[config.mk]
export PLATFORM = sky130hd
export DESIGN_NAME = pwr_mode_ctrl
export DESIGN_NICKNAME = d
export VERILOG_FILES = /design/src/rtl/pmc_pkg.sv /design/src/rtl/pmc_req_decode.sv /design/src/rtl/pmc_sequencer.sv /design/src/rtl/pmc_clk_enables.sv /design/src/rtl/pwr_mode_ctrl.sv
export SDC_FILE = /design/constraint.sdc
export NUM_CORES = 1
export LEC_CHECK = 0
export ABC_CLOCK_PERIOD_IN_PS = 3040
export CORE_MARGIN = 8
export CORE_UTILIZATION = 40
export CTS_CLUSTER_DIAMETER = 60
export DETAILED_ROUTE_END_ITERATION = 12
export PLACE_DENSITY = 0.64
export SLEW_MARGIN = 40
export SYNTH_ARGS = -nofsm -noshare
export SYNTH_HDL_FRONTEND = slang
export SYNTH_SLANG_ARGS = --single-unit
[constraint.sdc]
create_clock -name clk -period 3.04 [get_ports clk]
set_clock_uncertainty 0.15 [all_clocks]
set_input_delay 0.304 -clock clk [delete_from_list [all_inputs] [get_ports clk]]
set_output_delay 0.304 -clock clk [all_outputs]
set_load 0.02 [all_outputs]
[src/rtl/pmc_pkg.sv]
package pmc_pkg;

  localparam int MODE_W = 3;
  localparam int SRC_W  = 3;

  localparam logic [MODE_W-1:0] MD_SLEEP  = 3'b000;
  localparam logic [MODE_W-1:0] MD_DOZE   = 3'b001;
  localparam logic [MODE_W-1:0] MD_SLOW   = 3'b010;
  localparam logic [MODE_W-1:0] MD_NORMAL = 3'b100;
  localparam logic [MODE_W-1:0] MD_TRANS  = 3'b111;

  localparam logic [SRC_W-1:0] SRC_NONE = 3'b000;
  localparam logic [SRC_W-1:0] SRC_PLL  = 3'b001;
  localparam logic [SRC_W-1:0] SRC_OSC  = 3'b010;
  localparam logic [SRC_W-1:0] SRC_LP   = 3'b100;

  typedef enum logic [1:0] {
    SQ_RUN  = 2'd0,
    SQ_LOCK = 2'd1,
    SQ_GAP  = 2'd2
  } seq_t;

  function automatic logic code_ok(input logic [MODE_W-1:0] m);
    return (m == MD_SLEEP) || (m == MD_DOZE) || (m == MD_SLOW) || (m == MD_NORMAL);
  endfunction

  function automatic logic [SRC_W-1:0] src_of(input logic [MODE_W-1:0] m);
    logic [SRC_W-1:0] s;
    case (m)
      MD_NORMAL: s = SRC_PLL;
      MD_SLEEP:  s = SRC_LP;
      default:   s = SRC_OSC;
    endcase
    return s;
  endfunction

endpackage

[src/rtl/pmc_req_decode.sv]
module pmc_req_decode
  import pmc_pkg::*;
#(
  parameter int DIV_W = 2
) (
  input  logic              clk,
  input  logic              rst,
  input  logic              wr_en,
  input  logic [MODE_W-1:0] wr_mode,
  input  logic [DIV_W-1:0]  wr_div,
  input  logic              open_i,
  output logic              accept_o,
  output logic [DIV_W-1:0]  div_o
);

  logic [DIV_W-1:0] div_q;

  assign accept_o = wr_en && open_i && code_ok(wr_mode);
  assign div_o    = div_q;

  always_ff @(posedge clk) begin
    if (rst) begin
      div_q <= '0;
    end else if (accept_o) begin
      div_q <= wr_div;
    end
  end

  // a write with an unknown code leaves the divider alone
  p_bad_code_keeps_div_r2: assert property (@(posedge clk) disable iff (rst)
    (wr_en && !code_ok(wr_mode)) |=> $stable(div_q));

  // a write while closed leaves the divider alone
  p_closed_keeps_div_r10: assert property (@(posedge clk) disable iff (rst)
    (wr_en && !open_i) |=> $stable(div_q));

endmodule

[src/rtl/pmc_sequencer.sv]
module pmc_sequencer
  import pmc_pkg::*;
(
  input  logic              clk,
  input  logic              rst,
  input  logic              accept_i,
  input  logic [MODE_W-1:0] wr_mode_i,
  input  logic              irq_i,
  input  logic              fiq_i,
  input  logic              pll_lock_i,
  output logic              open_o,
  output logic              run_o,
  output logic [MODE_W-1:0] cur_o,
  output logic [MODE_W-1:0] status_o,
  output logic [SRC_W-1:0]  src_o,
  output logic              pll_en_o
);

  seq_t              state_q, state_n;
  logic [MODE_W-1:0] cur_q, cur_n;
  logic [MODE_W-1:0] prev_q, prev_n;
  logic [MODE_W-1:0] tgt_q, tgt_n;
  logic [MODE_W-1:0] status_q, status_n;
  logic [SRC_W-1:0]  src_q, src_n;
  logic              pll_q, pll_n;

  logic              run;
  logic              asleep;
  logic              wake;
  logic              go;
  logic [MODE_W-1:0] dest;

  assign run    = (state_q == SQ_RUN);
  assign asleep = (cur_q == MD_SLEEP) || (cur_q == MD_DOZE);
  assign open_o = run && ((cur_q == MD_SLOW) || (cur_q == MD_NORMAL));
  assign wake   = run && asleep && (irq_i || fiq_i);
  assign dest   = wake ? ((cur_q == MD_SLEEP) ? MD_SLOW : prev_q) : wr_mode_i;
  assign go     = wake || (accept_i && (wr_mode_i != cur_q));

  always_comb begin
    state_n = state_q;
    cur_n   = cur_q;
    prev_n  = prev_q;
    tgt_n   = tgt_q;
    src_n   = src_q;
    pll_n   = pll_q;
    case (state_q)
      SQ_RUN: begin
        if (go) begin
          if (!wake && (dest == MD_DOZE)) begin
            prev_n = cur_q;
          end
          if (src_of(dest) == src_of(cur_q)) begin
            cur_n = dest;
          end else if (dest == MD_NORMAL) begin
            state_n = SQ_LOCK;
            pll_n   = 1'b1;
            tgt_n   = dest;
          end else begin
            state_n = SQ_GAP;
            src_n   = SRC_NONE;
            pll_n   = 1'b0;
            tgt_n   = dest;
          end
        end
      end
      SQ_LOCK: begin
        if (pll_lock_i) begin
          state_n = SQ_GAP;
          src_n   = SRC_NONE;
        end
      end
      SQ_GAP: begin
        state_n = SQ_RUN;
        src_n   = src_of(tgt_q);
        cur_n   = tgt_q;
      end
      default: state_n = SQ_RUN;
    endcase
    status_n = (state_n == SQ_RUN) ? cur_n : MD_TRANS;
  end

  always_ff @(posedge clk) begin
    if (rst) begin
      state_q  <= SQ_RUN;
      cur_q    <= MD_SLOW;
      prev_q   <= MD_SLOW;
      tgt_q    <= MD_SLOW;
      status_q <= MD_SLOW;
      src_q    <= SRC_OSC;
      pll_q    <= 1'b0;
    end else begin
      state_q  <= state_n;
      cur_q    <= cur_n;
      prev_q   <= prev_n;
      tgt_q    <= tgt_n;
      status_q <= status_n;
      src_q    <= src_n;
      pll_q    <= pll_n;
    end
  end

  assign run_o    = run;
  assign cur_o    = cur_q;
  assign status_o = status_q;
  assign src_o    = src_q;
  assign pll_en_o = pll_q;

  // never two sources at once
  p_src_onehot0_r4: assert property (@(posedge clk) disable iff (rst)
    $onehot0(src_q));

  // a nonzero source is never replaced by another without a zero cycle
  p_no_direct_swap_r4: assert property (@(posedge clk) disable iff (rst)
    ((src_q != SRC_NONE) && ($past(src_q) != SRC_NONE)) |-> (src_q == $past(src_q)));

  // the PLL is only selected while it is enabled
  p_pll_sel_needs_en_r5: assert property (@(posedge clk) disable iff (rst)
    src_q[0] |-> pll_q);

  // the lock wait holds the old source until lock is seen
  p_lock_wait_holds_r5: assert property (@(posedge clk) disable iff (rst)
    ((state_q == SQ_LOCK) && !pll_lock_i) |=> ((state_q == SQ_LOCK) && $stable(src_q)));

  // an interrupt in sleep starts a gap towards slow mode
  p_sleep_wake_r8: assert property (@(posedge clk) disable iff (rst)
    (run && (cur_q == MD_SLEEP) && (irq_i || fiq_i)) |=> ((state_q == SQ_GAP) && (tgt_q == MD_SLOW)));

  // the PLL is off in every steady mode but full speed
  p_pll_off_r12: assert property (@(posedge clk) disable iff (rst)
    (run && (cur_q != MD_NORMAL)) |-> !pll_q);

endmodule

[src/rtl/pmc_clk_enables.sv]
module pmc_clk_enables
  import pmc_pkg::*;
#(
  parameter int BUS_SHIFT = 1,
  parameter int PER_SHIFT = 2
) (
  input  logic              clk,
  input  logic              rst,
  input  logic              run_i,
  input  logic [MODE_W-1:0] mode_i,
  output logic              cpu_en_o,
  output logic              bus_en_o,
  output logic              per_en_o
);

  localparam int CW = (PER_SHIFT < 1) ? 1 : PER_SHIFT;

  logic [CW-1:0] ph_q;
  logic          bus_tick;
  logic          per_tick;
  logic          fast;
  logic          cpu_q, bus_q, per_q;

  assign fast = run_i && (mode_i == MD_NORMAL);

  generate
    if (BUS_SHIFT == 0) begin : g_bus_full
      assign bus_tick = 1'b1;
    end else begin : g_bus_div
      assign bus_tick = (ph_q[BUS_SHIFT-1:0] == '0);
    end
    if (PER_SHIFT == 0) begin : g_per_full
      assign per_tick = 1'b1;
    end else begin : g_per_div
      assign per_tick = (ph_q[PER_SHIFT-1:0] == '0);
    end
  endgenerate

  always_ff @(posedge clk) begin
    if (rst) begin
      ph_q  <= '0;
      cpu_q <= 1'b0;
      bus_q <= 1'b0;
      per_q <= 1'b0;
    end else begin
      ph_q  <= fast ? ph_q + 1'b1 : '0;
      cpu_q <= run_i && ((mode_i == MD_NORMAL) || (mode_i == MD_SLOW));
      bus_q <= run_i && ((fast && bus_tick) || (mode_i == MD_SLOW) || (mode_i == MD_DOZE));
      per_q <= run_i && ((fast && per_tick) || (mode_i == MD_SLOW) || (mode_i == MD_DOZE));
    end
  end

  assign cpu_en_o = cpu_q;
  assign bus_en_o = bus_q;
  assign per_en_o = per_q;

  // sleep stops every clock on the next cycle
  p_sleep_gates_r7: assert property (@(posedge clk) disable iff (rst)
    (run_i && (mode_i == MD_SLEEP)) |=> (!cpu_q && !bus_q && !per_q));

  // doze stops the CPU only
  p_doze_cpu_off_r9: assert property (@(posedge clk) disable iff (rst)
    (run_i && (mode_i == MD_DOZE)) |=> (!cpu_q && bus_q && per_q));

  // transition cycles stop every clock on the next cycle
  p_trans_gates_r13: assert property (@(posedge clk) disable iff (rst)
    !run_i |=> (!cpu_q && !bus_q && !per_q));

  generate
    if (BUS_SHIFT > 0) begin : g_ratio_chk
      // in full speed a bus enable is never followed by another at once
      p_bus_half_r6: assert property (@(posedge clk) disable iff (rst)
        (fast && cpu_q && bus_q) |=> !bus_q);
    end
  endgenerate

endmodule

[src/rtl/pwr_mode_ctrl.sv]
module pwr_mode_ctrl
  import pmc_pkg::*;
#(
  parameter int DIV_W     = 2,
  parameter int BUS_SHIFT = 1,
  parameter int PER_SHIFT = 2
) (
  input  logic             clk,
  input  logic             rst,
  input  logic             wr_en,
  input  logic [2:0]       wr_mode,
  input  logic [DIV_W-1:0] wr_div,
  input  logic             irq,
  input  logic             fiq,
  input  logic             pll_lock,
  output logic             pll_en,
  output logic [2:0]       sys_src,
  output logic [DIV_W-1:0] osc_div,
  output logic             cpu_clk_en,
  output logic             bus_clk_en,
  output logic             per_clk_en,
  output logic [2:0]       mode_status
);

  logic              accept;
  logic              open_w;
  logic              run_w;
  logic [MODE_W-1:0] cur_w;

  pmc_req_decode #(.DIV_W(DIV_W)) u_dec (
    .clk      (clk),
    .rst      (rst),
    .wr_en    (wr_en),
    .wr_mode  (wr_mode),
    .wr_div   (wr_div),
    .open_i   (open_w),
    .accept_o (accept),
    .div_o    (osc_div)
  );

  pmc_sequencer u_seq (
    .clk        (clk),
    .rst        (rst),
    .accept_i   (accept),
    .wr_mode_i  (wr_mode),
    .irq_i      (irq),
    .fiq_i      (fiq),
    .pll_lock_i (pll_lock),
    .open_o     (open_w),
    .run_o      (run_w),
    .cur_o      (cur_w),
    .status_o   (mode_status),
    .src_o      (sys_src),
    .pll_en_o   (pll_en)
  );

  pmc_clk_enables #(.BUS_SHIFT(BUS_SHIFT), .PER_SHIFT(PER_SHIFT)) u_en (
    .clk      (clk),
    .rst      (rst),
    .run_i    (run_w),
    .mode_i   (cur_w),
    .cpu_en_o (cpu_clk_en),
    .bus_en_o (bus_clk_en),
    .per_en_o (per_clk_en)
  );

endmodule

======== After elaboration in Yosys (flattened, before gate mapping) ========
Index checks and enable logic that the tools add are counted.
storage, ports and cells
  register bits after elaboration ......... 25
  bits of input ports ..................... 11
cells by class
  mux-type cells .......................... 24
  reduce and logical (&&, ||, !) cells .... 37
  add/subtract/negate cells ............... 1
  bitwise logic cells ..................... 4
  equality and inequality tests ........... 17
operators with widths
  cell                   count
  $mux W3                13
  $pmux W3 S2            4
  $eq A3 B3 Y1 const B   4
  $logic_and A1 B1 Y1    12
  $logic_not A3 Y1       4
  $logic_or A1 B1 Y1     11
  $eq A3 B1 Y1 const B   3
  $pmux W3 S3            1
  $mux W2                4
  $ne A2 B2 Y1 const B   4
  $eq A3 B2 Y1 const B   2
  $logic_not A2 Y1       3
  $reduce_and A3 Y1      2
  $reduce_and A5 Y1      1
  $not A1 Y1             4
  $pmux W2 S2            1
  $reduce_or A2 Y1       2
  $eq A3 B3 Y1           1
  $ne A3 B3 Y1           1
  $reduce_bool A3 Y1     1
  $add A2 B1 Y2 const B  1
  $eq A2 B1 Y1 const B   1
  $eq A2 B2 Y1 const B   1
  $logic_not A1 Y1       1
  $mux W1                1

======== Depth between registers and ports, before layout ========
  word-level depth ........................ 16
  gate-level depth with buffers ........... 9

======== Cells and area by module ========
A second synthesis with hierarchy kept.
second synthesis, totals
  cells, all modules ...................... 173
  area, all modules ....................... 1,403.8 µm²
modules (own cells, without submodules)
  module           cells each  area an instance (µm²)  times used
  pmc_sequencer    139         1,101.1                 1
  pmc_clk_enables  23          206.4                   1
  pmc_req_decode   11          96.3                    1

======== Worst setup path after synthesis ========
OpenSTA, ideal clock, no wires.
  path kind ............................... register to register
  from .................................... register u_seq.state_q[1]
  to ...................................... register u_seq.status_q[1], in the netlist u_seq.status_o[1]
  library setup time ...................... 0.134 ns
  arrival time ............................ 2.356 ns
  stages on the path, launching flop included .. 9
  period minus slack after synthesis ...... 2.640 ns
  path slack .............................. 0.400 ns
  path buffers ............................ 1
  data required time ...................... 2.756 ns
  cell sequence ........................... dfxtp_1 inv_1 ha_1 clkbuf_1 and3_1 mux2_2 a31o_2 nor4_2 or4b_1
on the way
  word-level cells in the longest chain between the ends .. 15
  elaborated cells on any way between the ends .. 28
  those cells by class .................... 4 x eq/ne; 12 x mux; 1 x bitwise; 11 x reduce/logical
RTL lines
  item                                              RTL line                                  source
  start: declaration                                pmc_sequencer.sv:19                       seq_t state_q, state_n;
  start signal: assignment                          pmc_sequencer.sv:93                       state_q <= state_n;
  $logic_not A2 Y1                                  pmc_sequencer.sv:33, pmc_sequencer.sv:47
  $logic_and A1 B1 Y1 (2 in a row)                  pmc_sequencer.sv:36                       assign wake = run && asleep && (irq_i || fiq_i);
  $mux W3                                           pmc_sequencer.sv:37                       assign dest = wake ? ((cur_q == MD_SLEEP) ? MD_SLOW : prev_q) : wr_mode_i;
  $eq A3 B3 Y1 or $logic_not A3 Y1 (tied branches)  pmc_pkg.sv:29, pmc_sequencer.sv:55
  $pmux W3 S2                                       pmc_pkg.sv:29                             case (m)
  $mux W3                                           pmc_sequencer.sv:49                       if (go) begin
  $mux W3                                           pmc_sequencer.sv:47                       case (state_q)
  $eq A3 B3 Y1                                      pmc_sequencer.sv:53                       if (src_of(dest) == src_of(cur_q)) begin
  $mux W2                                           pmc_sequencer.sv:53
  $mux W2                                           pmc_sequencer.sv:49
  $pmux W2 S2                                       pmc_sequencer.sv:47
  $logic_not A2 Y1                                  pmc_sequencer.sv:80                       status_n = (state_n == SQ_RUN) ? cur_n : MD_TRANS;
  $not A1 Y1 (no line)                              --
  $reduce_or A2 Y1 (no line)                        --
  end signal: assignment                            pmc_sequencer.sv:97                       status_q <= status_n;
  end: declaration                                  pmc_sequencer.sv:23                       logic [MODE_W-1:0] status_q, status_n;
Several ways; a longest one is shown, not always the timed one. The select of a mux whose other input is x is not followed.
A chain may end at the register's enable or synchronous reset.

======== Final worst setup path ========
  from .................................... input port wr_mode[1]
  to ...................................... register u_seq.status_q[1], in the netlist u_seq.status_o[1]
on the way
  word-level cells in the longest chain between the ends .. 12
  elaborated cells on any way between the ends .. 28
  those cells by class .................... 6 x eq/ne; 11 x mux; 1 x bitwise; 10 x reduce/logical
RTL lines
  item                                                 RTL line                                   source
  start: declaration                                   pwr_mode_ctrl.sv:11                        input logic [2:0] wr_mode,
  $mux W3 (tied with other cells)                      pmc_sequencer.sv:37
  $eq A3 B3 Y1 (tied with other cells)                 pmc_pkg.sv:29, pmc_sequencer.sv:55
  $pmux W3 S2 or $logic_or A1 B1 Y1 (tied branches)    pmc_pkg.sv:29, pmc_pkg.sv:24
  $mux W3 or $logic_or A1 B1 Y1 (tied branches)        pmc_sequencer.sv:49, pmc_pkg.sv:24
  $mux W3 or $logic_and A1 B1 Y1 (tied branches)       pmc_sequencer.sv:47, pmc_req_decode.sv:18
  $eq A3 B3 Y1 or $logic_and A1 B1 Y1 (tied branches)  pmc_sequencer.sv:53, pmc_sequencer.sv:38
  $mux W2 or $logic_or A1 B1 Y1 (tied branches)        pmc_sequencer.sv:53, pmc_sequencer.sv:38
  $mux W2                                              pmc_sequencer.sv:49
  $pmux W2 S2                                          pmc_sequencer.sv:47
  $logic_not A2 Y1                                     pmc_sequencer.sv:80
  $not A1 Y1 (no line)                                 --
  $reduce_or A2 Y1 (no line)                           --
Several ways; a longest one is shown, not always the timed one. The select of a mux whose other input is x is not followed.

==> metrics <==
chip width 72.79 um; yosys warns 0; largest net degree at the start of global routing 18; Vias 1,194; layout cells sized above 1 0.1050; post-detail-place hpwl 2422 um; Max-Slew Margin vs Limit 0.6214; Clk Latency, worst-skew pair 320 ps; top-count cell post-synth dfxtp_1; total congestion overflow 0; ys flop type dfxtp_1; commonest cells in the netlist dfxtp_1, nor2_1, nand2_1; Die Ht 72.79 um; post-route ant nets 0; CP Class in2reg; Post-synth EDFFs 0; Final GP Congestion 0.8635; max frequency 364.5 MHz; vias per inst 5.307; Hold Fails Final Rpt 0; first-pass GRT wire length 5264 um; final setup fails 0; # DRC 0; CTS sink cnt 25; CP max stage cell or4b_1; Starting Density 0.4225; cts bufs inserted 3; starting DRC count in detailed routing 46; Worst path max stage delay 480 ps; Setup crit end kind flip-flop; delay-heaviest family, CP simple AND/OR/NAND/NOR gates; Total GRT Usage 0.1226; Netlist cell types 45; crit start category input port; max cap viols 0; Yosys reg bits 25; clock tree from TritonCTS done; register area share after synthesis 0.3880; Fillers 333; CTS Buffer Depth 2; setup TNS 0 ps; Mapped Nets 169; status completed; full die area 0.005298 mm2; vias in the first global route 1,178; RSZ-0062 raised after global routing no; hold crit path type reg2reg; post-synthesis async set-or-reset flop share 0; 1st-pass router iterations 4; Lkg Pwr 0.6326 nW; Buf+Inv Stages, Crit Path 1; Top Ports 23; peak supply drop 198.8 uV; PwrDens 504.6 mW/mm2; Post-Route WL 3068 um; Tmin final 2743 ps; critical path, cell by cell clkdlybuf4s50_1 -> maj3_2 -> or4_1 -> o21ai_1 -> a211oi_1 -> nor4_2 -> or4b_1; CP required 3100 ps; CP Data Arrival Time 2800 ps; post-synthesis average cell area 8.377 um2; crit share post-route 0.9025; post-cts hold buffer count 0; # rows 20; Ant. Diodes 0; worst slew pin tran 567.2 ps; main area contributors after synthesis dfxtp_1, nor2_1, a21oi_1; total core area 0.003053 mm2; area grow syn2layout 25.12%; Slew Viols, Final 0; wire length per cell 13.64 um; pre-CTS setup slack -11.04 ps; area leader, netlist dfxtp_1; H-tree depth 1; PortBufs 22; Layout Nets 197; crit-path max FO 4; Mapped Cells 154; clock slew at reported path FFs 140 ps; Post-Synthesis Cell Area 0.001290 mm2; initial antenna violation count 0; Root Buffer clkbuf_4; Setup WS post-layout 296.5 ps; area fraction of the dominant cell type after synthesis 0.3880
==> layout make-up <==
cell class	instances	area (um2)	area share
Timing Repair Buffer	30	280.3	0.1736
Inverter	8	30.03	0.01860
Clock buffer	3	22.52	0.01395
Multi-Input combinational cell	114	716.9	0.4442
Sequential cell	25	501.7	0.3109
Clock inverter	1	7.507	0.004651
Tap cell	44	55.05	0.03411
==> per-layer routing <==
| layer | GRT usage | routed length, um | share of wire |
|---|---|---|---|
| met2 | 0.2187 | 1553 | 0.51 |
| met4 | 0.04889 | 44 | 0.014 |
| met3 | 0.02473 | 124 | 0.040 |
| met1 | 0.1376 | 1345 | 0.44 |
| met5 | 0 | 0 | 0 |
==> state kept, by name, indices dropped and copies added, names as in the netlist <==
register        count
u_en.bus_en_o       1
u_seq.src_o         3
u_en.per_en_o       1
u_seq.status_o      3
u_seq.prev_q        3
u_seq.state_q       2
u_seq.pll_en_o      1
u_en.cpu_en_o       1
u_dec.div_o         2
u_seq.cur_o         3
u_en.ph_q           2
u_seq.tgt_q         3
==> per-stage QoR <==
step           instances  area (um2)    util  power [W]  hold slack, ps
6_report             225        1614  0.5287  0.0008144           327.2
5_1_grt              225        1614  0.5287  0.0008695           359.9
2_1_floorplan        154        1290       -  0.0005672           223.1
3_5_place_dp         221        1583  0.5184  0.0006704           306.8
3_3_place_gp         221        1583  0.5184  0.0006647           298.7
4_1_cts              225        1613  0.5283  0.0008235           333.6
==> cells in the final DEF (no fill, tap or decap), drive strengths merged, types with 3 or more instances in the layout <==
cell type      instances
a21oi                 14
and3                   4
buf                    8
clkbuf                 3
clkdlybuf4s50         22
dfxtp                 25
ha                     4
inv                    8
mux2i                  5
nand2                 15
nand2b                 3
nand3                  3
nor2                  21
o21ai                  3
xnor2                  4
==> where the power goes <==
group          switching, W  internal [W]
clock network      0.000101     0.0000501
registers         0.0000261      0.000362
logic              0.000144      0.000131
total              0.000271      0.000543
==> final timing paths <==
| path | start | to | slack, ps | cells after the start |
|---|---|---|---|---|
| max | wr_mode[1] | u_seq.status_o[1]$_SDFF_PP1_ | 300 | 7 |
| min | u_seq.src_o[0]$_SDFFE_PP0P_ | u_seq.src_o[0]$_SDFFE_PP0P_ | 330 | 2 |
| max reg2reg | u_seq.state_q[1]$_SDFF_PP0_ | u_seq.status_o[1]$_SDFF_PP1_ | 320 | 8 |
| min reg2reg | u_seq.src_o[0]$_SDFFE_PP0P_ | u_seq.src_o[0]$_SDFFE_PP0P_ | 330 | 2 |
==> worst register-to-register path, cell delays in order, from the launching register on <==
cell and delay [ps]:
dfxtp_1 350, inv_1 90, ha_1 170, nand2_1 60
or4_1 520, o21ai_1 310, a211oi_1 170, nor4_2 310
or4b_1 480
==> repair_timing <==
item / CTS / global route
endpoints found under the setup margin: 0 / 1
setup buffers: 0 / 0
resized for setup: 0 / 1
==> logic make-up after synthesis <==
family | count (synthesis) | synth area share
and+or+nand+nor | 64 | 0.2522
AOI/OAI and AO/OA | 34 | 0.1727
DFF | 25 | 0.3880
buffers and inverters | 15 | 0.05625
muxes | 7 | 0.05626
adders and majority gates | 5 | 0.04753
xor gates and xnor gates | 4 | 0.02716
Power figures use the tool's default switching activity.
